<file path="src/rtl/phase_acc_pkg.sv">
package phase_acc_pkg;
  typedef enum logic {
    MODE_REL = 1'b0,
    MODE_ABS = 1'b1
  } upd_mode_e;
endpackage

</file>
<file path="src/rtl/pa_cfg_regs.sv">
module pa_cfg_regs
  import phase_acc_pkg::*;
#(
  parameter int FREQ_W = 48,
  parameter int PH_W   = 16
) (
  input  logic              clk_i,
  input  logic              rst_ni,
  input  logic              freq_we_i,
  input  logic [FREQ_W-1:0] freq_i,
  input  logic              phase_we_i,
  input  logic [PH_W-1:0]   phase_i,
  input  logic              mode_we_i,
  input  logic              mode_abs_i,
  output logic [FREQ_W-1:0] freq_o,
  output logic [PH_W-1:0]   offset_o,
  output upd_mode_e         mode_o
);
  always_ff @(posedge clk_i or negedge rst_ni) begin
    if (!rst_ni) begin
      freq_o   <= '0;
      offset_o <= '0;
      mode_o   <= MODE_ABS;
    end else begin
      if (freq_we_i)  freq_o   <= freq_i;
      if (phase_we_i) offset_o <= phase_i;
      if (mode_we_i)  mode_o   <= upd_mode_e'(mode_abs_i);
    end
  end

  assert_freq_hold_R3: assert property (@(posedge clk_i) disable iff (!rst_ni)
    !freq_we_i |=> $stable(freq_o));
  assert_mode_hold_R6: assert property (@(posedge clk_i) disable iff (!rst_ni)
    !mode_we_i |=> $stable(mode_o));
  assert_offset_load_R5: assert property (@(posedge clk_i) disable iff (!rst_ni)
    phase_we_i |=> offset_o == $past(phase_i));
endmodule

</file>
<file path="src/rtl/pa_accum.sv">
module pa_accum #(
  parameter int FREQ_W = 48
) (
  input  logic              clk_i,
  input  logic              rst_ni,
  input  logic              clear_i,
  input  logic [FREQ_W-1:0] step_i,
  output logic [FREQ_W-1:0] acc_o
);
  always_ff @(posedge clk_i or negedge rst_ni) begin
    if (!rst_ni)      acc_o <= '0;
    else if (clear_i) acc_o <= '0;
    else              acc_o <= acc_o + step_i;
  end

  assert_clear_zero_R4: assert property (@(posedge clk_i) disable iff (!rst_ni)
    clear_i |=> acc_o == '0);
  assert_advance_R2: assert property (@(posedge clk_i) disable iff (!rst_ni)
    !clear_i |=> acc_o == FREQ_W'($past(acc_o) + $past(step_i)));
endmodule

</file>
<file path="src/rtl/pa_phase_sum.sv">
module pa_phase_sum #(
  parameter int FREQ_W = 48,
  parameter int PH_W   = 16
) (
  input  logic [FREQ_W-1:0] acc_i,
  input  logic [PH_W-1:0]   offset_i,
  output logic [PH_W-1:0]   phase_o
);
  localparam int FRAC_W = FREQ_W - PH_W;

  // integer part of the accumulator plus offset, modulo 2^PH_W
  always_comb phase_o = acc_i[FREQ_W-1:FRAC_W] + offset_i;

  always_comb
    assert_width_R7: assert (FRAC_W >= 0);
endmodule

</file>
<file path="src/rtl/phase_acc_gen.sv">
module phase_acc_gen
  import phase_acc_pkg::*;
#(
  parameter int FREQ_W = 48,
  parameter int PH_W   = 16
) (
  input  logic              clk_i,
  input  logic              rst_ni,
  input  logic              freq_we_i,
  input  logic [FREQ_W-1:0] freq_i,
  input  logic              phase_we_i,
  input  logic [PH_W-1:0]   phase_i,
  input  logic              mode_we_i,
  input  logic              mode_abs_i,
  output logic [PH_W-1:0]   phase_o
);
  logic [FREQ_W-1:0] freq_q;
  logic [FREQ_W-1:0] acc_q;
  logic [PH_W-1:0]   offset_q;
  upd_mode_e         mode_q;
  logic              clear_acc;

  pa_cfg_regs #(.FREQ_W(FREQ_W), .PH_W(PH_W)) u_cfg (
    .clk_i, .rst_ni, .freq_we_i, .freq_i, .phase_we_i, .phase_i,
    .mode_we_i, .mode_abs_i,
    .freq_o(freq_q), .offset_o(offset_q), .mode_o(mode_q)
  );

  // mode in force before this edge decides; a same-cycle mode write applies later
  assign clear_acc = phase_we_i && (mode_q == MODE_ABS);

  pa_accum #(.FREQ_W(FREQ_W)) u_acc (
    .clk_i, .rst_ni, .clear_i(clear_acc), .step_i(freq_q), .acc_o(acc_q)
  );

  pa_phase_sum #(.FREQ_W(FREQ_W), .PH_W(PH_W)) u_sum (
    .acc_i(acc_q), .offset_i(offset_q), .phase_o
  );

  assert_abs_exact_R4: assert property (@(posedge clk_i) disable iff (!rst_ni)
    (phase_we_i && mode_q == MODE_ABS) |=> phase_o == $past(phase_i));
  assert_rel_continuous_R5: assert property (@(posedge clk_i) disable iff (!rst_ni)
    (phase_we_i && mode_q == MODE_REL) |=> acc_q == FREQ_W'($past(acc_q) + $past(freq_q)));
  assert_freq_no_disturb_R3: assert property (@(posedge clk_i) disable iff (!rst_ni)
    (freq_we_i && !phase_we_i) |=> acc_q == FREQ_W'($past(acc_q) + $past(freq_q)));
endmodule

</file>
<file path="config.mk">
export PLATFORM = sky130hd
export DESIGN_NAME = phase_acc_gen
export DESIGN_NICKNAME = d
export VERILOG_FILES = /design/src/rtl/phase_acc_pkg.sv /design/src/rtl/pa_cfg_regs.sv /design/src/rtl/pa_accum.sv /design/src/rtl/pa_phase_sum.sv /design/src/rtl/phase_acc_gen.sv
export SDC_FILE = /design/constraint.sdc
export NUM_CORES = 1
export LEC_CHECK = 0
export CELL_PAD_IN_SITES_DETAIL_PLACEMENT = 0
export CELL_PAD_IN_SITES_GLOBAL_PLACEMENT = 1
export CORE_AREA = 10 10 141 143
export DETAILED_ROUTE_END_ITERATION = 10
export DIE_AREA = 0 0 151 153
export PLACE_DENSITY = 0.78
export SKIP_CTS_REPAIR_TIMING = 1
export SLEW_MARGIN = 0
export SYNTH_ARGS = -nofsm -noshare
export SYNTH_HDL_FRONTEND = slang
export SYNTH_SLANG_ARGS = --single-unit
</file>
<file path="constraint.sdc">
create_clock -name clk_i -period 3.64 [get_ports clk_i]
set_input_delay 0.546 -clock clk_i [delete_from_list [all_inputs] [get_ports clk_i]]
set_output_delay 0.546 -clock clk_i [all_outputs]
set_load 0.005 [all_outputs]
</file>
== Word-level counts from Yosys, hierarchy flattened ==
Index checks and enable logic that the tools add are counted.
W data, S select, Z words.
Word-level totals
  register bits: 113
  output and inout port bits: 16
  bits in writable memories: 0
  bits in latches: 0
  memories kept: 0
  input bits: 70
  ROM bits: 0
  logic and storage cells: 8
Cells by class
  $mul: 0
  magnitude comparators: 0
  eq/ne operators: 0
  shift operators: 0
  divide/modulo/power cells: 0
  $add $sub $neg: 2
  mux-type cells: 1
  reduce and logical (&&, ||, !) cells: 1
  bitwise operators: 0
Operator list (number)
  $add A48 B48 Y48: 1
  $mux W48: 1
  $add A16 B16 Y16: 1
  $logic_and A1 B1 Y1: 1

== Logic depth before layout (Yosys ltp) ==
Gate-level depths: netlist of the first run.
  depth after elaboration: 2
  depth in mapped cells: 11
  gate-level depth less buffers: 11

== By module ==
A second synthesis of the first run with hierarchy kept.
Second synthesis, totals
  cell total of the unflattened synthesis: 759
  area total of the unflattened synthesis: 7608.5 µm²
Modules (own cells, without submodules)
  pa_accum: cells each 517, sequential area each 1201.2 µm², area each 4301.6 µm², times used 1
  pa_cfg_regs: cells each 137, sequential area each 1627.8 µm², area each 2494.9 µm², times used 1
  pa_phase_sum: cells each 104, sequential area each 0.0 µm², area each 805.8 µm², times used 1
  phase_acc_gen: cells each 1, sequential area each 0.0 µm², area each 6.3 µm², times used 1

== Worst setup path after synthesis of the first run ==
Ideal clock, no wire load.
  kind: flip-flop to output port
  start: register u_acc.acc_o[32]
  end: output phase_o[14]
  data required time: 3.094 ns
  path buffers: 0
  arrival time: 2.167 ns
  path slack: 0.927 ns
  cell stages (with the launch flop): 12
  path through: dfrtp_1 ha_1 inv_1 fa_1 nor2b_1 o21ai_0 a21boi_0 o21bai_1 a21boi_0 o21ai_0 a211o_1 o211ai_1
On the way
  word-level cells in the longest chain between the ends: 1
Ends and longest elaborated chain
  from (decl): line pa_accum.sv:8  | output logic [FREQ_W-1:0] acc_o
  from (signal assigned): line pa_accum.sv:13  | else acc_o <= acc_o + step_i;
  $add A16 B16 Y16: line pa_phase_sum.sv:12  | always_comb phase_o = acc_i[FREQ_W-1:FRAC_W] + offset_i;
  to (decl): line phase_acc_gen.sv:15  | output logic [PH_W-1:0] phase_o
Every way passes these cells.

== Worst setup path after layout of the first run ==
  start: register u_acc.acc_o[33]
  end: output phase_o[15]
The elaborated chain is that of the path after synthesis.

==> results.md, run 1 <==
* Outcome: finished, final reports clean
* Cells after synthesis at between 700 and 800
* Slew at the pin with the worst max-slew slack at 0.8604 ns
* Clock network fraction of total power at 0.224
* Global-route wire length before repair at 30980 µm
* Peak Freq at between 200 and 300 MHz
* Routed WL per cell at roughly 17 µm
* Post-route core utilization at 0.5387
* EDFF count, synth at 0
* Final hold violation count at 0
* Area grow syn2layout at 23.87%
* Total die area at ~23000 µm²
* GPL Wtd Cong at around 0.94
* Comb power frac at 0.557
* Main area contributors after synthesis: dfrtp_1 (38%), ha_1 (10%), mux2_2 (9.7%)
* Antenna Cells at 0
* Antenna violations before repair at 0
* Post-synthesis simple-gate area fraction at 0.1419
* FF/Latch Area at around 2800 µm²
* Mean Syn Cell Area at 9.521 µm²
* Routed vias at ~6100
* Biggest area consumer among synthesized cells: dfrtp_1
* Critical Path Max Stage Delay at 0.51 ns
* Yosys warns at 0
* Setup total negative slack at 0 ns
* Io pins at between 80 and 90
* PwrDens at between 800 and 900 nW/µm²
* Die height at ~150 µm
* Largest net degree at the start of global routing at 67
* NetSw at 3.331 mW
* Post-DR vias/cell at 5.492
* Row count at between 40 and 50
* Setup crit end kind: primary output
* Initial DRC Count at ~430
* Crit path kind: flip-flop to primary output
* Ys async rst share at 1.000
* Setup slack at placement at between 0.1 and 0.15 ns
* Total of max-cap violations at 0
* Reg2reg setup slack at 0.52 ns
* Sequential Power Share at 0.219
* Synth Net Count at 913
* Clock tree sinks at between 100 and 150
* Peak VDD IR at approximately 0.00039 V
* Hold Crit Class: input pin to asynchronous set/reset pin
* CTS H-tree depth at 4
* Sequential area share after synthesis at 0.3814
* Post-synthesis compound-gate area fraction at 0.1825
* R2R Path Start: u_cfg.freq_o[0]
* Post-route minimum period at 3.506 ns
* Global route total overflow at 0
* Fillers at around 1500
* Clk_lat worst skew at 0.43 ns
* Num CTS Buffers at 17
* Fin crit share at 0.9632
* #FFs+latches synth at about 110
* Worst-path clk slew at around 0.060 ns
* Post-synth top area share at 0.3779
* # DRC at 0
* Antenna Nets Post-Route at 0
* Slowest cell on crit path: clkdlybuf4s50_1
* Root cell of the clock tree: clkbuf_16
* CTS tree: yes
* Clock Skew at between 0.009 and 0.01 ns
* Router iterations before antenna repair at 5
* Initial Utilization at 0.4349
* Distinct cells, synth at 60
* CTS Buffer Depth at 2
* Nets at 999
* Largest family of logic cells by synthesized area: compound AO/OA/AOI/OAI gates
* Die width at approximately 150 µm
* Slew headroom at 0.4264
* Xor and xnor area share after synthesis at 0.04960
* Final setup viols at 0
* Multi-input logic area at 4369 µm²
* Ratio of cells with drive above 1 in the final layout at 0.1469
* Slew Viols, Final at 0
* CP required at a little over 3 ns
* Drt total wl at roughly 19000 µm
* Mux cell area share after synthesis at 0.1026
* Core area at 17060 µm²
* Post-Syn Area at approximately 7400 µm²
* Sw Ratio at 0.4073
* Startpoint types: flip-flop
* Most frequent cells in the layout: dfrtp_1 (112), clkdlybuf4s50_1 (79), nor2_1 (71)
* Arr. time, crit path at 2.96 ns
* Vias in the first global route at around 6300
* Internal cell power at ~4.8 mW
* Worst path cell trace: ha_1 > a21o_1 > a21oi_2 > o21ai_1 > a21oi_2 > o21ai_1 > a31oi_1 > o211ai_1 > xnor2_1 > clkdlybuf4s50_1
* Port buffer count at 85
* CP max FO at 3
* Post-synthesis adder-cell area fraction at 0.1100
* Setup WS post-layout at roughly 0.13 ns
* Fin area at 9188 µm²
* Pleak at approximately 4.0 nW
* Placed instance area at approximately 8500 µm²
* Hpwl dp at approximately 14000 µm
* Commonest non-fill, non-tap cell in the layout: dfrtp_1
* Worst path bufs/invs at 1
* Total GRT Usage at 0.1629
* Top delay family on crit path: compound AO/OA/AOI/OAI gates
* CP Launch Point: u_acc.acc_o[33]
* Dominant synthesized flop cell: dfrtp_1
## per-stage QoR
step	cells	hold slack, ns	total power, mW
2_1_floorplan	779	0.2504	4.967
3_3_place_gp	1068	0.4919	6.176
3_5_place_dp	1068	0.5026	6.274
4_1_cts	1100	0.2577	8.162
5_1_grt	1103	0.3017	8.847
6_report	1103	0.2326	8.179
## worst reg2reg max path, stage by stage, from the launching register on
cell,delay (ns)
dfrtp_1,0.35
ha_1,0.19
fa_1,0.24
a21oi_1,0.11
o211ai_1,0.31
a31oi_1,0.24
nor4_2,0.42
o31ai_1,0.15
buf_4,0.16
a211oi_2,0.47
mux2i_1,0.28
nor4_2,0.06
## metal layers
layer	vias up	wire length, µm	track usage
met1	2923	9047	0.2154
met5	-	0	0
met2	131	8533	0.2532
li1	2983	-	-
met3	21	754	0.03897
met4	0	259	0.05685
## kinds of logic (layout without fill, tap and decap cells)
family                     after synthesis  after routing
AOI/OAI and AO/OA                      206            206
xor gates and xnor gates                42             42
adders and majority gates               64             64
buffers and inverters                   62            161
DFF                                    113            113
muxes                                   68             68
and+or+nand+nor                        224            224
## worst paths after layout
check / end / cells past startpoint
setup reg to reg: u_acc.acc_o[44] / 11
min in group clk_i: u_cfg.offset_o[9] / 1
hold reg to reg: u_cfg.offset_o[9] / 1
max in group asynchronous: u_acc.acc_o[31] / 2
setup / recovery: phase_o[15] / 10
hold / removal: u_acc.acc_o[7] / 1
## power by group through the flow
stage / combinational (mW) / clock [mW] / sequential [mW]
after floorplan: 3.22 / 0 / 1.74
after global placement: 4.38 / 0 / 1.80
after detailed placement: 4.46 / 0 / 1.82
after CTS: 4.50 / 1.86 / 1.80
after global routing: 5.09 / 1.92 / 1.83
final: 4.56 / 1.83 / 1.80
## sequential cells by signal, summed over array words and instances, names as in the netlist
signal          count
u_cfg.offset_o     16
u_cfg.freq_o       48
u_cfg.mode_o        1
u_acc.acc_o        48
## cell usage after synthesis, types with 2 or more instances
| cell type | count |
|---|---|
| clkbuf_1 | 21 |
| a221oi_1 | 2 |
| o21a_1 | 7 |
| nand2_1 | 64 |
| a21oi_1 | 66 |
| buf_1 | 2 |
| buf_2 | 3 |
| inv_1 | 35 |
| dfrtp_1 | 112 |
| nand2b_1 | 4 |
| xnor2_1 | 29 |
| a211oi_1 | 8 |
| a2111oi_0 | 3 |
| a21boi_0 | 3 |
| o2111ai_1 | 2 |
| nor2_1 | 71 |
| mux2i_1 | 4 |
| o31ai_1 | 5 |
| xor2_1 | 13 |
| o21bai_1 | 16 |
| a31oi_1 | 3 |
| a21oi_2 | 4 |
| o21ai_0 | 37 |
| or3_1 | 5 |
| o211ai_1 | 7 |
| nor2b_1 | 6 |
| o31a_1 | 2 |
| ha_1 | 62 |
| nand4_1 | 14 |
| o21ai_1 | 4 |
| o22ai_1 | 2 |
| or2_2 | 2 |
| fa_1 | 2 |
| nor3_1 | 19 |
| nor3b_1 | 3 |
| o41ai_1 | 2 |
| nor4_2 | 2 |
| and3_1 | 5 |
| a21o_1 | 23 |
| mux2_2 | 64 |
| nand3_1 | 15 |
| and2_1 | 8 |
## layout make-up
class                   instances  area share
clock buffers                  18     0.04671
clock inverters                14     0.02329
inverters                      35     0.01430
multi-input cells             604      0.4756
flip-flops and latches        113      0.3079
well taps                     225     0.03064
repair buffers                 94      0.1016
No activity file was read; power rests on OpenSTA's default activity.
==> run 2: changes to the inputs <==
- GPL_TIMING_DRIVEN: default -> 0
==> run 2 against run 1 <==
Compared with the run above:
- maximum frequency decreased by 0.15%
- worst hold slack got worse by 0.19 ns
- clock skew increased by 0.0018 ns
- largest power group unchanged
- wire length increased by 3.6%
- clock power increased by 9%
- largest cell class unchanged
- sequential power about the same
- register-to-register slack got worse by 0.15 ns
==> results.md, run 2 (synthesized netlist as in run 1, its figures left out) <==
* Total of max-cap violations at 0
* Worst-path clk slew at around 0.050 ns
* Most frequent cells in the layout: dfrtp_1 (112), clkdlybuf4s50_1 (78), nor2_1 (71)
* Worst r2r path cells at 10
* Row count at 48
* R2R Path Start: u_cfg.freq_o[0]
* Setup repair after global routing missed its margin: no
* Core area at between 15000 and 20000 µm²
* Top flop regs: u_acc.acc_o (48), u_cfg.freq_o (48), u_cfg.offset_o (16)
* Commonest non-fill, non-tap cell in the layout: dfrtp_1
* Slew headroom at 0.4718
* Slew Viols, Final at 0
* Hpwl dp at 14710 µm
* Die width at 151 µm
* Routed WL per cell at 17.15 µm
* Outcome: finished, final reports clean
* Slew at the pin with the worst max-slew slack at 0.7723 ns
* Area grow syn2layout at 26.05%
* CP required at approximately 3.1 ns
* Slowest cell on crit path: clkdlybuf4s50_1
* Arr. time, crit path at between 2 and 3 ns
* Clk_lat worst skew at ~0.43 ns
* Post-DR vias/cell at 5.468
* Total power at about 8.4 mW
* Worst hold slack at about 0.042 ns
* Placed instance area at between 8000 and 9000 µm²
* Final hold violation count at 0
* Setup WS post-layout at about 0.13 ns
* CP Launch Point: u_acc.acc_o[41]
* Drt total wl at roughly 19000 µm
* CTS Buffer Depth at 2
* Peak VDD IR at roughly 0.00040 V
* CTS H-tree depth at 4
* Initial DRC Count at 350
* Global-route wire length before repair at approximately 31000 µm
* Global route total overflow at 0
* Root cell of the clock tree: clkbuf_16
* Initial Utilization at 0.4349
* # DRC at 0
* Post-route minimum period at 3.511 ns
* Largest net degree at the start of global routing at 69
* Reg2reg end: u_acc.acc_o[44]
* Port buffer count at 83
* Pleak at just over 4 nW
* Hold Crit Class: input pin to asynchronous set/reset pin
* Router iterations before antenna repair at 6
* Antenna violations before repair at 0
* Crit path kind: flip-flop to primary output
* Fin crit share at 0.9647
* CTS tree: yes
* Setup crit end kind: primary output
* Ratio of cells with drive above 1 in the final layout at 0.1459
* Antenna Nets Post-Route at 0
* CP max FO at 4
* Fin area at between 9000 and 10000 µm²
* Antenna Cells at 0
* Worst path cell trace: ha_1 > and3_1 > a221oi_4 > o21ai_2 > a31oi_2 > o211ai_1 > xnor2_1 > clkdlybuf4s50_1
* Nets at 1019
* Critical Path Max Stage Delay at around 0.52 ns
* Vias in the first global route at between 6000 and 7000
* Routed vias at approximately 6100
* Total GRT Usage at 0.1675
* Top delay family on crit path: compound AO/OA/AOI/OAI gates
* Total die area at ~23000 µm²
* Num CTS Buffers at 17
* Clock Skew at between 0.01 and 0.015 ns
* GPL Wtd Cong at between 0.8 and 0.9
* Peak Freq at between 200 and 300 MHz
* Worst path bufs/invs at 1
* Fillers at approximately 1500
* Die height at 153 µm
* Startpoint types: flip-flop
* Io pins at 86
* PwrDens at approximately 900 nW/µm²
* Setup slack at placement at 0.0003657 ns
* Clock tree sinks at around 110
* Final setup viols at 0
* Reg2reg setup slack at between 0.3 and 0.4 ns
==> run 2: cell types whose count changed in the layout (fill, tap and decap cells not counted), sizes merged <==
| cell | before | now |
|---|---|---|
| clkinvlp | 6 | 1 |
| clkdlybuf4s50 | 79 | 78 |
| buf | 11 | 10 |
| clkbuf | 18 | 44 |
| bufinv | 5 | 7 |
| clkinv | 3 | 2 |
==> run 2: worst reg2reg max path: stages (launching register included) <==
cell	delay, ns
dfrtp_1	0.38
ha_1	0.23
fa_1	0.43
a21oi_1	0.19
o211ai_1	0.17
a31oi_1	0.39
nor4_2	0.13
o31ai_1	0.53
a211oi_2	0.22
mux2i_1	0.17
nor4_2	0.30
==> run 2: per-layer routing <==
| layer | part of all wire | track usage | vias up |
|---|---|---|---|
| li1 | - | - | 3020 |
| met1 | 0.45 | 0.2114 | 2930 |
| met2 | 0.48 | 0.2714 | 163 |
| met3 | 0.052 | 0.04074 | 28 |
| met4 | 0.017 | 0.05869 | 0 |
| met5 | 0 | 0 | - |
==> run 2: worst max path at each step <==
stage	end	slack [ns]	cells past startpoint
finish	phase_o[15]	0.13	8
global route	phase_o[15]	0.009	10
CTS	phase_o[14]	-0.46	12
detailed placement	phase_o[14]	0.0004	12
global placement	u_cfg.offset_o[0]	-2.40	1
floorplan	phase_o[14]	0.93	11
==> run 2: layout make-up <==
class	instances	area (µm²)	area share
sequential	113	2829	0.3026
clock inverter	10	227.7	0.02436
timing repair buffer	87	892.1	0.09542
multi-input combinational	604	4407	0.4714
tap	225	281.5	0.03011
buffer	27	106.4	0.01138
inverter	35	131.4	0.01405
clock buffer	22	474.2	0.05072
==> run 2: power by group <==
| part | switching (mW) | internal (mW) | total [mW] |
|---|---|---|---|
| registers | 0.182 | 1.61 | 1.79 |
| logic | 2.58 | 2.04 | 4.63 |
| clock network | 0.593 | 1.40 | 2.00 |
==> run 2: per-stage QoR <==
step,TNS (ns),std cells,utilization
2_1_floorplan,0,779,-
3_3_place_gp,-269.18,1087,0.5001
3_5_place_dp,0,1088,0.5018
4_1_cts,-1.496,1120,0.5429
5_1_grt,0,1123,0.5481
6_report,0,1123,0.5481
